===== config.mk =====
export PLATFORM = sky130hd
export DESIGN_NAME = irq_arb
export DESIGN_NICKNAME = d
export VERILOG_FILES = /design/src/rtl/irq_arb_pkg.sv /design/src/rtl/irq_src_cell.sv /design/src/rtl/irq_gate.sv /design/src/rtl/irq_pick.sv /design/src/rtl/irq_arb.sv
export SDC_FILE = /design/constraint.sdc
export NUM_CORES = 1
export LEC_CHECK = 0
export BUFFER_PORTS_ARGS = -buffer_cell sky130_fd_sc_hd__buf_2
export CELL_PAD_IN_SITES_DETAIL_PLACEMENT = 0
export CELL_PAD_IN_SITES_GLOBAL_PLACEMENT = 1
export CORE_UTILIZATION = 39
export DETAILED_ROUTE_END_ITERATION = 10
export GPL_TIMING_DRIVEN = 0
export PLACE_DENSITY_LB_ADDON = 0.1
export SETUP_SLACK_MARGIN = 0.2
export SLEW_MARGIN = 20
export SYNTH_ARGS = -nofsm -noshare
export SYNTH_HDL_FRONTEND = slang
export SYNTH_SLANG_ARGS = --single-unit

===== constraint.sdc =====
create_clock -name clk_i -period 2.8 [get_ports clk_i]
set_clock_uncertainty 0.15 [all_clocks]
set_input_delay 0.7 -clock clk_i [delete_from_list [all_inputs] [get_ports clk_i]]
set_output_delay 0.7 -clock clk_i [all_outputs]
set_load 0.01 [all_outputs]

===== src/rtl/irq_arb_pkg.sv =====
package irq_arb_pkg;
  // Mask tier rule: returns 1 when a source of level lvl may pass the CPU masks
  function automatic logic mask_open(input logic ue, input logic i_m,
                                     input logic ui_m, input logic lvl);
    if (!i_m) return 1'b1;
    if (ue) return 1'b0;
    return lvl & ~ui_m;
  endfunction
endpackage


===== src/rtl/irq_src_cell.sv =====
module irq_src_cell (
  input  logic clk_i,
  input  logic rst_ni,
  input  logic req_i,
  input  logic edge_i,
  input  logic clr_i,
  output logic pend_o
);
  logic req_q, pend_q;

  always_ff @(posedge clk_i or negedge rst_ni) begin
    if (!rst_ni) begin
      req_q  <= 1'b0;
      pend_q <= 1'b0;
    end else begin
      req_q <= req_i;
      if (edge_i) pend_q <= (pend_q & ~clr_i) | (req_i & ~req_q);
      else        pend_q <= req_i;
    end
  end

  assign pend_o = pend_q;
endmodule


===== src/rtl/irq_gate.sv =====
module irq_gate #(
  parameter int N_SRC = 8
) (
  input  logic [N_SRC-1:0] pend_i,
  input  logic [N_SRC-1:0] en_i,
  input  logic [N_SRC-1:0] lvl_i,
  input  logic             ue_i,
  input  logic             i_mask_i,
  input  logic             ui_mask_i,
  output logic [N_SRC-1:0] elig_o
);
  import irq_arb_pkg::*;

  for (genvar g = 0; g < N_SRC; g++) begin : g_gate
    assign elig_o[g] = pend_i[g] & en_i[g] & mask_open(ue_i, i_mask_i, ui_mask_i, lvl_i[g]);
  end
endmodule


===== src/rtl/irq_pick.sv =====
module irq_pick #(
  parameter int N_SRC    = 8,
  parameter int ID_W     = 4,
  parameter int VEC_W    = 8,
  parameter int NMI_VEC  = 7,
  parameter int VEC_BASE = 12
) (
  input  logic             nmi_pend_i,
  input  logic [N_SRC-1:0] elig_i,
  input  logic [N_SRC-1:0] lvl_i,
  output logic             vld_o,
  output logic [ID_W-1:0]  id_o,
  output logic [VEC_W-1:0] vec_o
);
  logic [N_SRC-1:0] hi, cand;

  always_comb begin
    hi    = elig_i & lvl_i;
    cand  = (|hi) ? hi : elig_i;
    vld_o = 1'b0;
    id_o  = '0;
    vec_o = '0;
    // descending scan: lowest index ends up winning
    for (int k = N_SRC - 1; k >= 0; k--) begin
      if (cand[k]) begin
        vld_o = 1'b1;
        id_o  = ID_W'(k);
        vec_o = VEC_W'(VEC_BASE + k);
      end
    end
    if (nmi_pend_i) begin
      vld_o = 1'b1;
      id_o  = ID_W'(N_SRC);
      vec_o = VEC_W'(NMI_VEC);
    end
  end
endmodule


===== src/rtl/irq_arb.sv =====
module irq_arb #(
  parameter int N_SRC    = 8,
  parameter int VEC_W    = 8,
  parameter int NMI_VEC  = 7,
  parameter int VEC_BASE = 12,
  localparam int ID_W    = $clog2(N_SRC) + 1
) (
  input  logic             clk_i,
  input  logic             rst_ni,
  input  logic [N_SRC-1:0] req_i,
  input  logic [N_SRC-1:0] edge_sel_i,
  input  logic [N_SRC-1:0] en_i,
  input  logic [N_SRC-1:0] lvl_i,
  input  logic             nmi_i,
  input  logic             ue_i,
  input  logic             i_mask_i,
  input  logic             ui_mask_i,
  input  logic             ack_i,
  output logic             irq_o,
  output logic [ID_W-1:0]  id_o,
  output logic [VEC_W-1:0] vec_o
);
  logic [N_SRC-1:0] pend, clr, elig;
  logic             nmi_pend, nmi_clr;
  logic             vld_d;
  logic [ID_W-1:0]  id_d;
  logic [VEC_W-1:0] vec_d;

  for (genvar g = 0; g < N_SRC; g++) begin : g_src
    assign clr[g] = ack_i & irq_o & (id_o == ID_W'(g));
    irq_src_cell u_cell (
      .clk_i  (clk_i),
      .rst_ni (rst_ni),
      .req_i  (req_i[g]),
      .edge_i (edge_sel_i[g]),
      .clr_i  (clr[g]),
      .pend_o (pend[g])
    );
  end

  assign nmi_clr = ack_i & irq_o & (id_o == ID_W'(N_SRC));

  irq_src_cell u_nmi (
    .clk_i  (clk_i),
    .rst_ni (rst_ni),
    .req_i  (nmi_i),
    .edge_i (1'b1),
    .clr_i  (nmi_clr),
    .pend_o (nmi_pend)
  );

  irq_gate #(.N_SRC(N_SRC)) u_gate (
    .pend_i    (pend),
    .en_i      (en_i),
    .lvl_i     (lvl_i),
    .ue_i      (ue_i),
    .i_mask_i  (i_mask_i),
    .ui_mask_i (ui_mask_i),
    .elig_o    (elig)
  );

  irq_pick #(
    .N_SRC(N_SRC), .ID_W(ID_W), .VEC_W(VEC_W),
    .NMI_VEC(NMI_VEC), .VEC_BASE(VEC_BASE)
  ) u_pick (
    .nmi_pend_i (nmi_pend),
    .elig_i     (elig),
    .lvl_i      (lvl_i),
    .vld_o      (vld_d),
    .id_o       (id_d),
    .vec_o      (vec_d)
  );

  always_ff @(posedge clk_i or negedge rst_ni) begin
    if (!rst_ni) begin
      irq_o <= 1'b0;
      id_o  <= '0;
      vec_o <= '0;
    end else begin
      irq_o <= vld_d;
      id_o  <= id_d;
      vec_o <= vec_d;
    end
  end
endmodule


==> flow_metrics.env <==
export IMPL_crit_path_start="ui_mask_i"
export IMPL_p_leak_nw=0.834
export IMPL_fin_tns_setup_ps=0
export IMPL_path_clk_slew_ps=90
export IMPL_route_detailed_vias_per_inst=5.55
export IMPL_first_global_vias=1349
export IMPL_post_cts_resized_instances=0
export IMPL_grt_antenna_before_repair=0
export IMPL_worst_slew_pin_slew_ps=593
export IMPL_total_power_mw=1.07
export IMPL_global_route_usage_total=0.204
export IMPL_criticalPathCategory="input port to flop"
export IMPL_period_minus_ws_final_ps=2150
export IMPL_synth_async_reset_ratio=1.00
export IMPL_grt_setup_unrepaired="no"
export IMPL_ff2ff_path_depth=5
export IMPL_clock_insertion_delay_worst_skew_ps=270
export IMPL_final_hold_viol_count=0
export IMPL_insertedDiodeCount=0
export IMPL_drive_above_1_share=0.300
export IMPL_arrival_ps=2170
export IMPL_clock_sink_count=27
export IMPL_globalRouteOverflowTotal=0
export IMPL_num_nets_final=247
export IMPL_max_cap_viol_count=0
export IMPL_initialDrtViolationCount=58
export IMPL_synth_sequential_area_ratio=0.464
export IMPL_p_int_mw=0.707
export IMPL_fp_coreArea_um2=3470
export IMPL_floorplan_initialDensity=0.420
export IMPL_p_sw_mw=0.360
export IMPL_maxSlewViolCount=0
export IMPL_pwr_share_clk=0.208
export IMPL_cts_root_buffer_cell="sky130_fd_sc_hd__clkbuf_8"
export IMPL_ioPinCount=52
export IMPL_number_of_input_and_output_port_buffers_inserted=48
export IMPL_timing_max_slew_rel_slack=0.605
export IMPL_post_route_period_util=0.767
export IMPL_mappedNetlistArea_um2=1460
export IMPL_fillerInstances=345
export IMPL_hp_class="input port to async pin"
export IMPL_postCtsSetupBuffers=0
export IMPL_start_kind="input port"
export IMPL_cellPowerDensity_nw_per_um2=589
export IMPL_footprint_of_the_multi_input_gates_um2=742
export IMPL_grt_max_degree=28
export IMPL_routabilityCongestion=0.847
export IMPL_grt_first_pass_wirelength_um=6340
export IMPL_syn_area_per_cell_um2=9.52
export IMPL_r2r_start="g_src[7].u_cell.pend_o$_DFF_PN0_"
export IMPL_fp_dieW_um=63.1
export IMPL_synth_edf_count=0
export IMPL_final_core_util=0.522
export IMPL_final_antenna_net_count=0
export IMPL_syn_instance_count=153
export IMPL_timing_hold_ws_ps=269
export IMPL_post_drt_wl_per_cell_um=14.8
export IMPL_crit_path_end_kind="flop"
export IMPL_wirelength_um=3750
export IMPL_die_area_um2=3980
export IMPL_synthFlopType="sky130_fd_sc_hd__dfrtp_1"
export IMPL_hold_buffers=0
export IMPL_max_clock_freq_ghz=0.466
export IMPL_area_growth_syn_to_layout_pct=24.3
export IMPL_critical_path_max_fanout=9
export IMPL_remaining_drc_errors=0
export IMPL_num_rows=21
export IMPL_vdd_ir_drop_worst_mv=0.280
export IMPL_seq_area_um2=676
export IMPL_synth_cell_types=42
export IMPL_timing_reg2reg_setup_slack_ps=820
export IMPL_setup_viol_count_final=0
export IMPL_share_comb_of_total_power=0.314
export IMPL_tritoncts_clock_tree="built"
export IMPL_cts_buffer_depth=2
export IMPL_detailedPlacementHpwl_um=3040
export IMPL_ys_seq_elements=27
export IMPL_fp_dieH_um=63.1
export IMPL_seq_power_share=0.478
export IMPL_detail_route_first_pass_iterations=4
export IMPL_h_tree_levels=1
export IMPL_r2r_end="id_o[1]$_DFF_PN0_"
export IMPL_cts_inserted_buffers=3
export IMPL_run_status="finished clean"
export IMPL_power_switching_share=0.337
export IMPL_yosysWarningCount=0
export IMPL_timing_critical_path_required_ps=2820
export IMPL_num_vias=1404
[through the flow]
step           instances  setup slack (ps)  cell area [um^2]
3_3_place_gp         249               336              1760
3_5_place_dp         249               357              1760
4_1_cts              253               638              1810
2_1_floorplan        155               687              1460
6_report             253               653              1810
5_1_grt              253               532              1810
[layer usage]
metal / GRT usage / share of wire
met5: 0 / 0
met4: 0.0291 / 0.0032
met3: 0.0417 / 0.066
met2: 0.339 / 0.47
met1: 0.278 / 0.46
[worst max-delay path by stage]
| stage | to |
|---|---|
| final | id_o[1]$_DFF_PN0_ |
| after global routing | vec_o[1]$_DFF_PN0_ |
| after CTS | id_o[1]$_DFF_PN0_ |
| after detailed placement | id_o[1]$_DFF_PN0_ |
| after global placement | id_o[1]$_DFF_PN0_ |
| after floorplan | vec_o[1]$_DFF_PN0_ |
[logic make-up after synthesis]
logic type,share of synthesized area
and+or+nand+nor,0.267
DFF,0.464
buffers and inverters,0.0318
AOI/OAI and AO/OA,0.235
other,0.00257
[synth_stat cells, drive strengths merged, types with 3 or more instances]
cell / number / area share
a32o: 8 / 0.055
or3b: 7 / 0.042
dfrtp: 27 / 0.46
nor3: 5 / 0.017
nand2: 25 / 0.064
nor2: 6 / 0.015
inv: 3 / 0.0077
a21oi: 10 / 0.034
o21ai: 6 / 0.021
nand4: 4 / 0.017
a21o: 3 / 0.015
buf: 5 / 0.024
nand3: 11 / 0.038
[placed cells by master, fill, tap and decap left out, drive strengths merged, types with 2 or more instances in the layout]
master	instances
a211oi	2
a21o	3
a21oi	10
a221oi	2
a31oi	2
a32o	8
and4	2
buf	53
clkbuf	3
conb	3
dfrtp	27
inv	3
nand2	25
nand2b	2
nand3	11
nand4	4
nor2	6
nor2b	2
nor3	5
o211a	2
o211ai	2
o21ai	6
or2	2
or3b	7
[cell type report]
type	count	share of cell area
buffer	5	0.0194
multi-input combinational	120	0.410
inverter	3	0.00622
timing repair buffer	48	0.133
tap	46	0.0318
clock buffer	3	0.0228
clock inverter	1	0.00415
sequential	27	0.373
[worst max-delay path: stages]
cell                       delay [ps]
sky130_fd_sc_hd__buf_2            150
sky130_fd_sc_hd__or3b_1           400
sky130_fd_sc_hd__a21o_1           210
sky130_fd_sc_hd__a211oi_2         270
sky130_fd_sc_hd__a221oi_1         120
sky130_fd_sc_hd__nor4b_2          310
[flip-flops by register name, summed over array words and instances, names as in the netlist]
signal	flops
u_nmi.req_q	1
u_nmi.pend_o	1
irq_o	1
g_src.u_cell.pend_o	8
id_o	3
g_src.u_cell.req_q	8
vec_o	5
[power by group through the flow]
stage | registers [mW] | clock network [mW] | logic (mW)
2_1_floorplan | 0.527 | 0 | 0.187
3_3_place_gp | 0.517 | 0 | 0.335
3_5_place_dp | 0.520 | 0 | 0.336
4_1_cts | 0.512 | 0.235 | 0.338
5_1_grt | 0.521 | 0.243 | 0.376
6_report | 0.510 | 0.222 | 0.335
(Power assumes the default switching activity.)
